## src/rtl/tsc_pkg.sv

```systemverilog
package tsc_pkg;
  localparam int DATA_W = 32;
  localparam int ADDR_W = 8;
  localparam logic [ADDR_W-1:0] OFS_LO = 8'h60;
  localparam logic [ADDR_W-1:0] OFS_HI = 8'h64;
  localparam int EN_BIT = 8;

  typedef enum logic [2:0] {
    ACC_NONE,
    ACC_RD_LO,
    ACC_RD_HI,
    ACC_WR_LO,
    ACC_WR_HI
  } tsc_acc_e;
endpackage

```

## src/rtl/tsc_rst_sync.sv

```systemverilog
module tsc_rst_sync (
  input  logic clk,
  input  logic rst_n,
  output logic rst_q
);
  logic [1:0] sync_q;

  always_ff @(posedge clk or negedge rst_n) begin
    if (!rst_n) begin
      sync_q <= 2'b00;
    end else begin
      sync_q <= {sync_q[0], 1'b1};
    end
  end

  assign rst_q = sync_q[1];
endmodule

```

## src/rtl/tsc_regif.sv

```systemverilog
module tsc_regif
  import tsc_pkg::*;
(
  input  logic              bus_sel,
  input  logic              bus_wr,
  input  logic [ADDR_W-1:0] bus_addr,
  output tsc_acc_e          acc
);
  always_comb begin
    acc = ACC_NONE;
    if (bus_sel) begin
      unique case (bus_addr)
        OFS_LO:  acc = bus_wr ? ACC_WR_LO : ACC_RD_LO;
        OFS_HI:  acc = bus_wr ? ACC_WR_HI : ACC_RD_HI;
        default: acc = ACC_NONE;
      endcase
    end
  end
endmodule

```

## src/rtl/tsc_core.sv

```systemverilog
module tsc_core #(
  parameter int CW = 40
) (
  input  logic          clk,
  input  logic          rst_q,
  input  logic          tick_en,
  input  logic          en_wr,
  input  logic          en_wval,
  output logic          en_q,
  output logic [CW-1:0] cnt_q
);
  logic          en_d;
  logic          cnt_ce;
  logic [CW-1:0] cnt_d;

  always_comb begin
    en_d   = en_wr ? en_wval : en_q;
    cnt_ce = en_q & tick_en;
    cnt_d  = cnt_q + {{(CW-1){1'b0}}, 1'b1};
  end

  always_ff @(posedge clk or negedge rst_q) begin
    if (!rst_q) begin
      en_q <= 1'b0;
    end else if (en_wr) begin
      en_q <= en_d;
    end
  end

  always_ff @(posedge clk or negedge rst_q) begin
    if (!rst_q) begin
      cnt_q <= '0;
    end else if (cnt_ce) begin
      cnt_q <= cnt_d;
    end
  end
endmodule

```

## src/rtl/tsc_snap.sv

```systemverilog
module tsc_snap #(
  parameter int HI_W = 8
) (
  input  logic            clk,
  input  logic            rst_q,
  input  logic            cap,
  input  logic [HI_W-1:0] hi_in,
  output logic [HI_W-1:0] snap_q
);
  logic [HI_W-1:0] snap_d;

  always_comb begin
    snap_d = hi_in;
  end

  always_ff @(posedge clk or negedge rst_q) begin
    if (!rst_q) begin
      snap_q <= '0;
    end else if (cap) begin
      snap_q <= snap_d;
    end
  end
endmodule

```

## src/rtl/tstamp40.sv

```systemverilog
module tstamp40
  import tsc_pkg::*;
#(
  parameter int LO_W = 32,
  parameter int HI_W = 8
) (
  input  logic                 clk,
  input  logic                 rst_n,
  input  logic                 tick_en,
  input  logic                 bus_sel,
  input  logic                 bus_wr,
  input  logic [7:0]           bus_addr,
  input  logic [31:0]          bus_wdata,
  output logic [31:0]          bus_rdata,
  output logic [LO_W+HI_W-1:0] count_out
);
  localparam int CW = LO_W + HI_W;

  logic            rst_q;
  tsc_acc_e        acc;
  logic            en_q;
  logic [CW-1:0]   cnt_q;
  logic [HI_W-1:0] snap_q;

  tsc_rst_sync u_rst (
    .clk   (clk),
    .rst_n (rst_n),
    .rst_q (rst_q)
  );

  tsc_regif u_regif (
    .bus_sel  (bus_sel),
    .bus_wr   (bus_wr),
    .bus_addr (bus_addr),
    .acc      (acc)
  );

  tsc_core #(.CW(CW)) u_core (
    .clk     (clk),
    .rst_q   (rst_q),
    .tick_en (tick_en),
    .en_wr   (acc == ACC_WR_HI),
    .en_wval (bus_wdata[EN_BIT]),
    .en_q    (en_q),
    .cnt_q   (cnt_q)
  );

  tsc_snap #(.HI_W(HI_W)) u_snap (
    .clk    (clk),
    .rst_q  (rst_q),
    .cap    (acc == ACC_RD_LO),
    .hi_in  (cnt_q[CW-1:LO_W]),
    .snap_q (snap_q)
  );

  always_comb begin
    bus_rdata = '0;
    case (acc)
      ACC_RD_LO: bus_rdata[LO_W-1:0] = cnt_q[LO_W-1:0];
      ACC_RD_HI: begin
        bus_rdata[HI_W-1:0] = snap_q;
        bus_rdata[EN_BIT]   = en_q;
      end
      default:   bus_rdata = '0;
    endcase
  end

  assign count_out = cnt_q;
endmodule

```

## config.mk

```make
export PLATFORM = sky130hd
export DESIGN_NAME = tstamp40
export DESIGN_NICKNAME = d
export VERILOG_FILES = /design/src/rtl/tsc_pkg.sv /design/src/rtl/tsc_rst_sync.sv /design/src/rtl/tsc_regif.sv /design/src/rtl/tsc_core.sv /design/src/rtl/tsc_snap.sv /design/src/rtl/tstamp40.sv
export SDC_FILE = /design/constraint.sdc
export NUM_CORES = 1
export LEC_CHECK = 0
export BUFFER_PORTS_ARGS = -buffer_cell sky130_fd_sc_hd__buf_2
export CORE_ASPECT_RATIO = 0.5
export CORE_MARGIN = 5
export CORE_UTILIZATION = 45
export CTS_CLUSTER_SIZE = 8
export DETAILED_ROUTE_END_ITERATION = 16
export HOLD_SLACK_MARGIN = 0.02
export PLACE_DENSITY = 0.88
export SYNTH_ARGS = -nofsm -noshare
export SYNTH_HDL_FRONTEND = slang
export SYNTH_SLANG_ARGS = --single-unit
```

## constraint.sdc

```tcl
create_clock -name clk -period 2.95 [get_ports clk]
set_input_delay 0 -clock clk [delete_from_list [all_inputs] [get_ports clk]]
set_output_delay 0 -clock clk [all_outputs]
set_load 0.01 [all_outputs]
```

==> summary.txt <==
Timing
  • Fin. max-slew vios: 0
  • Setup repair after global routing missed its margin: false
  • Worst Skew: between 4 and 5 ps
  • Setup TNS: 0 ps
  • Final Hold Fails: 0
  • Fin crit period: 2165 ps
  • Worst slew pin tran: 1061 ps
  • Fin crit share: 73.38%
  • Peak Freq: roughly 0.46 GHz
  • Setup violation total in the final timing report: 0
  • Slew margin rel.: 29.28%

Floorplan
  • Rows: 19
  • Core area: 0.005515 sq mm
  • Die width: 116.9 um
  • Die area: 0.007414 sq mm
  • Top Ports: 117
  • Die height: 63.44 um
  • Initial Utilization: 46.60%

Worst setup path
  • Reg2reg start: u_core.cnt_q[0]$_DFFE_PN0P_
  • Slowest cell on crit path: nor4_4
  • CP peak stage delay: 730 ps
  • Crit path launch: u_core.cnt_q[0]$_DFFE_PN0P_
  • CP Max Fanout: 14
  • WP data arrival: 2360 ps
  • Critical-path cell list: ha_1, nand3_1, nor4_4, nand4_1, xnor2_1
  • Setup crit start kind: flip-flop
  • Critical path capture point type: flip-flop
  • Worst setup path class: flip-flop to flip-flop
  • Worst Path Required: 3150 ps

Clocking
  • H-tree levels: 2
  • Worst-Skew Late Latency: 280 ps
  • Hold_buf cts: 2
  • CTS tree: yes
  • Clk slew on worst S/H paths: 60 ps
  • Cts repair resizes: 0
  • CTS buffer count: 5
  • # Post-CTS Setup Buffers: 0
  • Clock tree root driver cell: clkbuf_16
  • CTS Buffer Depth: 2
  • CTS Sinks: 51

Route
  • Vias: 2083
  • Routed wire length: 6379 um
  • 1st-iter DRT viols: 138
  • DRC viols: 0
  • Post-route ant nets: 0
  • WL/cell: roughly 16 um
  • Vias/cell: 5.369
  • First-pass detailed-route iteration total: 4

Final layout
  • Multi-input logic area: 0.001224 sq mm
  • # fillers: 423
  • Final nets: 360
  • Layout cells sized above 1: between 30% and 40%
  • Register Area: approximately 0.0013 sq mm
  • Antenna cell count: 0
  • Area Overhead vs Synth: 24.88%
  • Finished Layout Cells: 388

Global routing
  • Gr usage total: 18.12%
  • Overflow after GRT: 0
  • Largest net degree at the start of global routing: 50
  • Vias in the first global route: 2091
  • Initial antenna violation count: 0
  • First-pass GRT wire length: approximately 11000 um

Job
  • Maxcap violations: 0

Yosys
  • FF+latch count, synth: 51
  • Top post-synthesis cells by area: dfrtp_1 50%, xnor2_1 12%, and2_1 5.8%, nand4_1 5.6%, mux2_2 4.4%
  • Sequential area share after synthesis: 49.66%
  • Synth cell types: 33
  • Syn Nets: 273
  • Post-synthesis cell count: 227
  • YS warnings: 0
  • Cell Area, Synth: around 0.0026 sq mm
  • Post-synth top area share: around 50%
  • Average cell area after synthesis: 11.32 sq um
  • Area leader, netlist: dfrtp_1

Placed design
  • Count of input and output buffers: 85
  • Cells after DPL: approximately 380
  • DP HPWL: 4461 um
  • Gpl congestion: 0.7950

Power and ir drop
  • Static Leak: 1.645 nW
  • Total power: 0.001319 W
  • Peak VDD IR: 270.2 uV
  • Power density over the cells: 411.1 mW/mm^2

Status
  • Outcome: completed

Hold path
  • Worst min path class: input port to asynchronous set/reset pin
synth_stat cells, drive strengths merged:
cell    instances
ha              1
clkbuf          4
and2           24
nand4b          1
nor3b           1
nand3          10
nor4            3
and4            2
xnor2          36
dfrtp          51
nor3            4
inv             2
buf             6
a22o            9
xor2            3
mux2           10
conb            1
nor2           10
nor4bb          1
nand2          15
nand4          26
or2             1
and3            5
nor4b           1
report_power, final:
group	internal (W)	leakage, nW	switching, W
logic	0.0000202	0.878	0.0000161
registers	0.000707	0.701	0.0000245
clock network	0.000313	0.0669	0.000238
total	0.00104	1.65	0.000279
stage by stage:
stage          utilization (%)  setup slack, ps  area [sq um]  hold WS, ps
2_1_floorplan                -             1306          2570       -295.6
3_3_place_gp             55.26            887.3          3048       -215.2
3_5_place_dp             55.26            837.5          3048       -214.5
4_1_cts                  58.19            808.2          3209        23.51
5_1_grt                  58.19            553.9          3209        40.23
6_report                 58.19            785.2          3209        21.37
cell type report:
class	instances	area share, %
Clock buffer	6	4.016
Timing Repair Buffer	90	14.58
Tap cell	73	2.846
Sequential cell	51	39.81
Clock inverter	2	0.3899
Inverter	2	0.2339
Multi-Input combinational cell	164	38.13
state kept, by name, indices dropped and copies added (netlist names):
| signal | count |
|---|---|
| u_core.cnt_q | 40 |
| u_snap.snap_q | 8 |
| u_rst.sync_q | 2 |
| u_core.en_q | 1 |
metal layers:
layer	share of wire (%)	GRT usage, %	wire, um
met1	41	22.57	2586
met2	53	31.94	3394
met3	4.9	3.059	315
met4	1.3	5.722	83
met5	0	0	0
worst max-delay path, delay by kind of cell, from the launching register on:
kind          cells  cell delay (ps)
fa+ha+maj         1              190
xor+xnor          1              250
simple gates      3             1180
flops             1              450
kinds of logic after synthesis:
logic type,Yosys count,share of synthesized area [%]
AO/OA/AOI/OAI,9,3.116
XOR/XNOR,39,13.29
adder cells (fa/ha/maj),1,0.4868
buffers and inverters,12,2.970
flip-flops,51,49.66
multiplexers,10,4.382
other,1,0.1459
AND/OR/NAND/NOR,104,25.95
final timing paths:
path,end,slack (ps),cells past startpoint
setup reg to reg,u_core.cnt_q[36]$_DFFE_PN0P_,790,5
max in group asynchronous,u_core.cnt_q[12]$_DFFE_PN0P_,1830,0
hold reg to reg,u_rst.sync_q[1]$_DFF_PN0_,360,0
hold / removal,u_rst.sync_q[0]$_DFF_PN0_,20,2
setup / recovery,u_core.cnt_q[36]$_DFFE_PN0P_,790,5
min in group clk,u_core.cnt_q[0]$_DFFE_PN0P_,70,3
cells in the final DEF (no fill, tap or decap), drive strengths merged:
cell | Yosys | layout
dlygate4sd3 | 0 | 2
nor4bb | 1 | 1
nor4 | 3 | 3
and3 | 5 | 5
nand2 | 15 | 15
nor3b | 1 | 1
a22o | 9 | 9
nor2 | 10 | 10
buf | 6 | 88
clkbuf | 4 | 6
dfrtp | 51 | 51
nor4b | 1 | 1
conb | 1 | 1
xnor2 | 36 | 36
mux2 | 10 | 10
nand3 | 10 | 10
ha | 1 | 1
nand4 | 26 | 26
xor2 | 3 | 3
nor3 | 4 | 4
clkinv | 0 | 1
and4 | 2 | 2
clkinvlp | 0 | 1
inv | 2 | 2
or2 | 1 | 1
nand4b | 1 | 1
and2 | 24 | 24
No activity file was read; power rests on OpenSTA's default activity.
